### config.mk
export PLATFORM = sky130hd
export DESIGN_NAME = sertx_top
export DESIGN_NICKNAME = d
export VERILOG_FILES = /design/src/rtl/sertx_pkg.sv /design/src/rtl/sertx_hold.sv /design/src/rtl/sertx_shift.sv /design/src/rtl/sertx_top.sv
export SDC_FILE = /design/constraint.sdc
export NUM_CORES = 1
export LEC_CHECK = 0
export ABC_AREA = 1
export BUFFER_PORTS_ARGS = -buffer_cell sky130_fd_sc_hd__clkbuf_2
export CORE_UTILIZATION = 50
export DETAILED_ROUTE_END_ITERATION = 10
export GPL_TIMING_DRIVEN = 0
export PLACE_DENSITY = 0.76
export SLEW_MARGIN = 10
export SYNTH_ARGS = -nofsm -noshare
export SYNTH_HDL_FRONTEND = slang
export SYNTH_SLANG_ARGS = --single-unit
### constraint.sdc
create_clock -name clk -period 1.95 [get_ports clk]
set_input_delay 0.39 -clock clk [delete_from_list [all_inputs] [get_ports clk]]
set_output_delay 0.39 -clock clk [all_outputs]
set_load 0.01 [all_outputs]
### src/rtl/sertx_pkg.sv
`timescale 1ns/1ps
package sertx_pkg;

    localparam int SX_DATA_W = 8;

    // Format fields, laid out to match line_ctrl[5:0]
    typedef struct packed {
        logic       stick;
        logic       even;
        logic       par_en;
        logic       long_stop;
        logic [1:0] len;
    } sx_fmt_t;

    typedef enum logic [2:0] {
        SX_IDLE,
        SX_START,
        SX_DATA,
        SX_PAR,
        SX_STOP
    } sx_state_e;

    function automatic logic [3:0] sx_nbits(input logic [1:0] len);
        return 4'd5 + {2'b00, len};
    endfunction

    function automatic logic [SX_DATA_W-1:0] sx_mask(input logic [SX_DATA_W-1:0] d,
                                                     input logic [1:0] len);
        logic [SX_DATA_W-1:0] m;
        logic [3:0]           n;
        n = sx_nbits(len);
        m = '0;
        for (int i = 0; i < SX_DATA_W; i++) begin
            if (i < int'(n)) m[i] = d[i];
        end
        return m;
    endfunction

    function automatic logic sx_parity(input logic [SX_DATA_W-1:0] d, input sx_fmt_t f);
        logic x;
        x = ^sx_mask(d, f.len);
        if (f.stick) return ~f.even;
        return f.even ? x : ~x;
    endfunction

endpackage

### src/rtl/sertx_hold.sv
`timescale 1ns/1ps
module sertx_hold
    import sertx_pkg::*;
(
    input  logic                 clk,
    input  logic                 rst,
    input  logic                 wr_en,
    input  logic [SX_DATA_W-1:0] wr_data,
    input  logic                 shift_idle,
    output logic [SX_DATA_W-1:0] hold_data,
    output logic                 hold_full,
    output logic                 xfer
);

    assign xfer = hold_full & shift_idle;

    always_ff @(posedge clk) begin
        if (rst) begin
            hold_full <= 1'b0;
            hold_data <= '0;
        end else if (wr_en) begin
            hold_full <= 1'b1;
            hold_data <= wr_data;
        end else if (xfer) begin
            hold_full <= 1'b0;
        end
    end

    // a transfer without a competing write leaves the holding register empty
    a_r8_xfer_empties: assert property (@(posedge clk) disable iff (rst)
        (xfer && !wr_en) |=> !hold_full);

    // a waiting byte stays put while the shifter is busy
    a_r9_waits_for_shifter: assert property (@(posedge clk) disable iff (rst)
        (hold_full && !shift_idle && !wr_en) |=> hold_full);

endmodule

### src/rtl/sertx_shift.sv
`timescale 1ns/1ps
module sertx_shift
    import sertx_pkg::*;
#(
    parameter int OSR = 16
) (
    input  logic                 clk,
    input  logic                 rst,
    input  logic                 baud_tick,
    input  logic                 load,
    input  logic [SX_DATA_W-1:0] load_data,
    input  sx_fmt_t              load_fmt,
    output logic                 busy,
    output logic                 line
);

    localparam int CNT_W = $clog2(2*OSR + 1);
    localparam int IDX_W = $clog2(SX_DATA_W);
    localparam logic [CNT_W-1:0] T_ONE  = CNT_W'(OSR);
    localparam logic [CNT_W-1:0] T_HALF = CNT_W'(OSR + OSR/2);
    localparam logic [CNT_W-1:0] T_TWO  = CNT_W'(2*OSR);

    sx_state_e            state;
    logic [SX_DATA_W-1:0] sh;
    logic [1:0]           len_q;
    logic                 long_q;
    logic                 pen_q;
    logic                 par_q;
    logic [CNT_W-1:0]     cnt;
    logic [IDX_W-1:0]     idx;
    logic [CNT_W-1:0]     limit;
    logic                 last_data;
    logic [3:0]           nb;

    always_comb begin
        nb        = sx_nbits(len_q);
        last_data = (idx == IDX_W'(nb - 4'd1));
        if (state == SX_STOP && long_q)
            limit = (len_q == 2'b00) ? T_HALF : T_TWO;
        else
            limit = T_ONE;
    end

    always_ff @(posedge clk) begin
        if (rst) begin
            state  <= SX_IDLE;
            sh     <= '0;
            len_q  <= '0;
            long_q <= 1'b0;
            pen_q  <= 1'b0;
            par_q  <= 1'b0;
            cnt    <= '0;
            idx    <= '0;
        end else if (state == SX_IDLE) begin
            if (load) begin
                state  <= SX_START;
                sh     <= load_data;
                len_q  <= load_fmt.len;
                long_q <= load_fmt.long_stop;
                pen_q  <= load_fmt.par_en;
                par_q  <= sx_parity(load_data, load_fmt);
                cnt    <= '0;
                idx    <= '0;
            end
        end else if (baud_tick) begin
            if (cnt == limit - 1'b1) begin
                cnt <= '0;
                case (state)
                    SX_START: begin
                        state <= SX_DATA;
                        idx   <= '0;
                    end
                    SX_DATA: begin
                        sh <= sh >> 1;
                        if (last_data) state <= pen_q ? SX_PAR : SX_STOP;
                        else           idx   <= idx + 1'b1;
                    end
                    SX_PAR:  state <= SX_STOP;
                    default: state <= SX_IDLE;
                endcase
            end else begin
                cnt <= cnt + 1'b1;
            end
        end
    end

    always_comb begin
        case (state)
            SX_START: line = 1'b0;
            SX_DATA:  line = sh[0];
            SX_PAR:   line = par_q;
            default:  line = 1'b1;
        endcase
    end

    assign busy = (state != SX_IDLE);

    // the cycle after a byte is taken, the line carries the start bit
    a_r2_start_follows_load: assert property (@(posedge clk) disable iff (rst)
        (load && !busy) |=> (line == 1'b0));

    // a character in flight can only finish on a baud pulse
    a_r6_ends_on_tick: assert property (@(posedge clk) disable iff (rst)
        (busy && !baud_tick) |=> busy);

endmodule

### src/rtl/sertx_top.sv
`timescale 1ns/1ps
module sertx_top
    import sertx_pkg::*;
#(
    parameter int OSR = 16
) (
    input  logic                 clk,
    input  logic                 rst,
    input  logic                 baud_tick,
    input  logic [6:0]           line_ctrl,
    input  logic                 wr_en,
    input  logic [SX_DATA_W-1:0] wr_data,
    input  logic                 irq_en,
    output logic                 txd,
    output logic                 hold_empty,
    output logic                 tx_empty,
    output logic                 irq
);

    sx_fmt_t              fmt;
    logic                 brk;
    logic [SX_DATA_W-1:0] hold_data;
    logic                 hold_full;
    logic                 xfer;
    logic                 busy;
    logic                 line;

    assign fmt = sx_fmt_t'(line_ctrl[5:0]);
    assign brk = line_ctrl[6];

    sertx_hold u_hold (
        .clk        (clk),
        .rst        (rst),
        .wr_en      (wr_en),
        .wr_data    (wr_data),
        .shift_idle (!busy),
        .hold_data  (hold_data),
        .hold_full  (hold_full),
        .xfer       (xfer)
    );

    sertx_shift #(.OSR(OSR)) u_shift (
        .clk       (clk),
        .rst       (rst),
        .baud_tick (baud_tick),
        .load      (xfer),
        .load_data (hold_data),
        .load_fmt  (fmt),
        .busy      (busy),
        .line      (line)
    );

    assign txd        = brk ? 1'b0 : line;
    assign hold_empty = !hold_full;
    assign tx_empty   = !hold_full && !busy;
    assign irq        = irq_en && hold_empty;

    // break holds the line low
    a_r7_break_low: assert property (@(posedge clk) disable iff (rst)
        line_ctrl[6] |-> !txd);

    // the transmitter is never empty while a byte waits
    a_r9_empty_needs_hold: assert property (@(posedge clk) disable iff (rst)
        tx_empty |-> hold_empty);

endmodule

# Word-level counts from Yosys, hierarchy flattened
# Index checks and enable logic that the tools add are counted.
# Widths: inputs -> output; s select.
[totals]
ff_bits = 34
in_bits = 20
out_inout_bits = 4
[classes]
addsub = 6
magnitude_cmp = 8
n_eq_ne = 9
n_mux = 67
bitwise_logic = 3
reduce_logical = 19
[op_table]
columns = ["op", "count"]
rows = [
  ["$mux 1", 42],
  ["$mux 8", 5],
  ["$mux 6", 6],
  ["$mux 3", 11],
  ["$lt 3x4->1 const A", 4],
  ["$pmux 3 s3", 1],
  ["$lt 1x4->1 const A", 2],
  ["$lt 2x4->1 const A", 2],
  ["$reduce_and 4->1", 2],
  ["$reduce_bool 2->1", 4],
  ["$reduce_xor 8->1", 1],
  ["$add 6x1->6 const B", 1],
  ["$eq 3x2->1 const B", 2],
  ["$eq 6x6->1", 1],
  ["$pmux 3 s2", 1],
  ["$reduce_bool 3->1", 2],
  ["$sub 6x1->6 const B", 1],
  ["$reduce_and 5->1", 1],
  ["$add 3x2->4 const A", 1],
  ["$reduce_and 2->1", 2],
  ["$add 3x1->3 const B", 1],
  ["$add 3x2->3 const A", 1],
  ["$eq 3x1->1 const B", 1],
  ["$eq 3x3->1", 1],
  ["other kinds (12)", 16],
]

# Logic depth before layout (Yosys ltp)
[depth]
ltp_word = 10
ltp_mapped = 11
ltp_nobuf = 11

# Cells and area by module
# A second synthesis with hierarchy kept.
[unflattened]
cells_unflattened = 267
hier_area_um2 = 1860.5
[by_module_without_submodules]
columns = ["module", "n_inst", "cells_each", "area_per_inst_um2", "seq_area_each_um2"]
rows = [
  ["sertx_shift", 1, 220, 1522.7, 500.5],
  ["sertx_hold", 1, 40, 311.5, 180.2],
  ["sertx_top", 1, 7, 26.3, 0.0],
]

# Least setup slack after synthesis
# No wires, ideal clock.
[synth_timing]
path_type = "reg-to-reg"
startpoint = "register u_shift.state[0]"
endpoint = "register u_shift.sh[3]"
setup_ns = 0.134
arrival_ns = 1.287
required_time_ns = 1.816
slack_ns = 0.529
stages_incl_launch_ff = 10
period_less_slack_ns = 1.421
cell_sequence = "dfxtp_1 -> buf_6 -> nor2_4 -> nand2_1 -> xor2_1 -> nand3_2 -> nand2_4 -> nand2_1 -> nand2_1 -> a21oi_1"
[synth_via]
elab_chain_cells = 7
word_cells_on_any_way = 16
[synth_lines]
columns = ["element", "line_no", "rtl"]
rows = [
  ["start, declared", "sertx_shift.sv:23", "sx_state_e state;"],
  ["start signal, assigned", "sertx_shift.sv:75", "if (last_data) state <= pen_q ? SX_PAR : SX_STOP;"],
  ["$eq 3x3->1", "sertx_shift.sv:38", "if (state == SX_STOP && long_q)"],
  ["$logic_and 1x1->1", "sertx_shift.sv:38", ""],
  ["$mux 6", "sertx_shift.sv:38", ""],
  ["$sub 6x1->6", "sertx_shift.sv:66", "if (cnt == limit - 1'b1) begin"],
  ["$eq 6x6->1", "sertx_shift.sv:66", ""],
  ["$reduce_bool 2->1 (no source line)", "n/a", ""],
  ["$reduce_and 4->1 (no source line)", "n/a", ""],
  ["end signal, assigned", "sertx_shift.sv:57", "sh <= load_data;"],
  ["end signal, assigned", "sertx_shift.sv:74", "sh <= sh >> 1;"],
  ["end, declared", "sertx_shift.sv:24", "logic [SX_DATA_W-1:0] sh;"],
]
# Several ways; a longest one is shown, not always the timed one.
# A chain may end at the register's enable or synchronous reset.

# Final worst setup path
[layout_timing]
startpoint = "register u_shift.state[1]"
endpoint = "output txd"
[layout_via]
elab_chain_cells = 3
word_cells_on_any_way = 5
[layout_lines]
columns = ["element", "line_no", "rtl"]
rows = [
  ["$eq 3x2->1 or $eq 3x1->1 (tied branches)", "sertx_shift.sv:88", "case (state)"],
  ["$pmux 1 s3 *", "sertx_shift.sv:88", ""],
  ["$mux 1 *", "sertx_top.sv:53", "assign txd = brk ? 1'b0 : line;"],
  ["end, declared", "sertx_top.sv:14", "output logic txd,"],
]
# Mark *: on every way between the ends. The rest lies on a longest branch, timed or not.

==> run summary <==
first-pass GRT wire length = 6100 um
Slew Limit Fails = 0
crit-path cells = inv_1 > nor2_1 > inv_1 > nor2_4 > nand2_1 > a21oi_1 > clkbuf_2
Reg area = 682 um^2
die area = 3800 um^2
post-layout min period = 1.83 ns
Crit. path cell count = 7
routed vias = 1665
Vias/cell = 5.12
Synth Flop Type = dfxtp_1
grt total ovfl = 0
Synth async-reset ratio = 0
placed cells = 318
Final Setup Violations = 0
top cell type's share of synthesized area = 0.383
Reg clk slew, reported paths = 0.10 ns
CP Launch Point = u_shift.state[1]
postcts setup bufs = 0
cts bufs inserted = 5
FP Rows = 21
share of cells above drive strength 1 = 0.172
critical path capture point type = output pin
total track usage = 0.220
Setup TNS = 0 ns
Post-synth EDFFs = 0
FF-to-FF Start = u_shift.state[2]
antenna violations before repair = 0
Clock Root Buffer = clkbuf_4
cell family with most CP delay = flip-flops
Setup WS pre-CTS = 0.308 ns
vias in the first global route = 1439
largest driver fanout on the critical path = 5
syn_area_per_cell = 7.11 um^2
WL final = 3630 um
Final Wtd Congestion = 0.775
area of the multi-input gates = 943 um^2
number of synthesized register bits = 34
ant diodes = 0
reg2reg setup slack = 0.25 ns
area delta synth->final = 12.7%
Crit path required time = 1.56 ns
worst hold path cell count = 3
Syn Nets = 272
synthesized area = 1780 um^2
Commonest cells post-synth = nand2_1, dfxtp_1, a21oi_1
CTS sink cnt = 34
worst flop-to-flop path endpoint = u_shift.sh[6]
worst setup margin = 0.125 ns
WL/cell = 11.2 um
CP Class = flop to output pin
pwr/cell area = 725 nW/um^2
CP max stage cell = dfxtp_2
clk_lat worst skew = 0.33 ns
clk buf depth = 2
status = finished, final reports clean
initial core utilization = 0.529
sequential share of the synthesized area = 0.383
Min-Delay Path Class = input pin to flop
H-tree lvl count = 2
total power = 1.45 mW
Port Buf Inserts = 22
I/O pin total = 24
CP Buf/Inv Count = 3
LEAKAGE = 0.851 nW
Worst setup SP type = flop
Detail Route Antenna Nets = 0
synth unique cells = 28
CTS Hold Bufs = 0
CP max stage delay = 0.39 ns
FILL cells = 355
Syn Inst Count = 250
largest net degree at the start of global routing = 19
Final Hold Viols = 0
dominant cells by area after synthesis = dfxtp_1, nand2_1, a21oi_1, nand3_1, o21ai_0
most frequent CP cell = inv_1
Core Footprint = 3360 um^2
Fmax = 0.548 GHz
Die W = 61.6 um
skew final = 0.00813 ns
Worst Setup EP = txd
fin crit share = 0.936
CTS tree = built
YS warnings = 0
post-DP HPWL = 2790 um
Peak VDD IR = 0.400 mV
Initial DRC Count = 57
most instantiated library cell after synthesis = nand2_1
Register-to-Register Path Depth = 9
CP arrival = 1.44 ns
die height = 61.6 um
max-cap viol count = 0
# DRC = 0
Pre-Repair DR Iteration Count = 4
RSZ-0062 raised after global routing = false
fin cells = 325
leading area contributor after synthesis = dfxtp_1
post-cts sizing count = 0
fin nets = 300
Slew @ Worst Pin = 0.582 ns
slew margin rel. = 0.608
==> routing by layer <==
metal  routed length, um  vias to the layer above  track usage
li1                    -                      877            -
met1                1690                      748        0.281
met2                1690                       37        0.366
met3                 225                        3       0.0630
met4                  21                        0       0.0571
met5                   0                        -            0
==> metrics by stage <==
stage / hold WS, ns / util / instance area, um^2
2_1_floorplan: 0.426 / - / 1780
3_3_place_gp: 0.450 / 0.578 / 1950
3_5_place_dp: 0.456 / 0.578 / 1950
4_1_cts: 0.272 / 0.595 / 2000
5_1_grt: 0.279 / 0.596 / 2000
6_report: 0.276 / 0.596 / 2000
==> registers in the layout, summed over array words and instances, names as in the netlist <==
| name | flops |
|---|---|
| u_hold.hold_data | 8 |
| u_shift.sh | 8 |
| u_shift.cnt | 6 |
| u_shift.idx | 3 |
| u_shift.state | 3 |
| u_shift.len_q | 2 |
| u_hold.hold_full | 1 |
| u_shift.long_q | 1 |
| u_shift.par_q | 1 |
| u_shift.pen_q | 1 |
==> cells by family (layout without fill, tap and decap cells) <==
kind of cell / Yosys count / in the layout / synth area share
AOI/OAI and AO/OA: 54 / 54 / 0.158
xor gates and xnor gates: 8 / 8 / 0.0394
adders and majority gates: 2 / 2 / 0.0141
buffers and inverters: 36 / 65 / 0.0866
DFF: 34 / 34 / 0.383
and+or+nand+nor: 116 / 116 / 0.320
==> worst min path at each step <==
stage                        startpoint                  end  slack [ns]
final                        wr_data[7]  u_hold.hold_data[7]        0.28
after global routing         wr_data[7]  u_hold.hold_data[7]        0.28
after CTS                    wr_data[7]  u_hold.hold_data[7]        0.27
after detailed placement  u_shift.sh[7]        u_shift.sh[7]        0.46
after global placement    u_shift.sh[2]        u_shift.sh[2]        0.45
after floorplan           u_shift.par_q        u_shift.par_q        0.43
==> worst reg2reg max path, delay by kind of cell (launching register included) <==
| family | cells | cell delay [ns] |
|---|---|---|
| compound gates | 1 | 0.06 |
| buf+inv | 1 | 0.08 |
| flops | 1 | 0.46 |
| simple gates | 7 | 0.97 |
==> final cells by class <==
type,instances,share of cell area
inverter,29,0.0543
sequential,34,0.340
buffer,6,0.0206
clock inverter,1,0.00250
timing repair buffer,22,0.0550
tap,46,0.0287
clock buffer,7,0.0275
multi-input combinational,180,0.471
==> layout by cell type (no fill, tap or decap), types with 3 or more instances in the layout <==
| cell type | instances |
|---|---|
| nand2_1 | 56 |
| dfxtp_1 | 33 |
| a21oi_1 | 29 |
| inv_1 | 26 |
| nand3_1 | 22 |
| o21ai_0 | 22 |
| clkbuf_2 | 22 |
| nor2_1 | 16 |
| nand2_4 | 5 |
| clkbuf_1 | 5 |
| clkbuf_4 | 5 |
| xor2_1 | 4 |
| nand4_1 | 4 |
| xnor2_1 | 4 |
| inv_2 | 3 |
| nor3_1 | 3 |
==> power breakdown <==
| group | total, mW | switching, mW | internal, mW | leakage, nW |
|---|---|---|---|---|
| sequential | 0.756 | 0.0266 | 0.730 | 0.278 |
| combinational | 0.283 | 0.180 | 0.103 | 0.537 |
| clock | 0.412 | 0.237 | 0.175 | 0.0353 |
| total | 1.45 | 0.443 | 1.01 | 0.851 |
(Power assumes the default switching activity.)
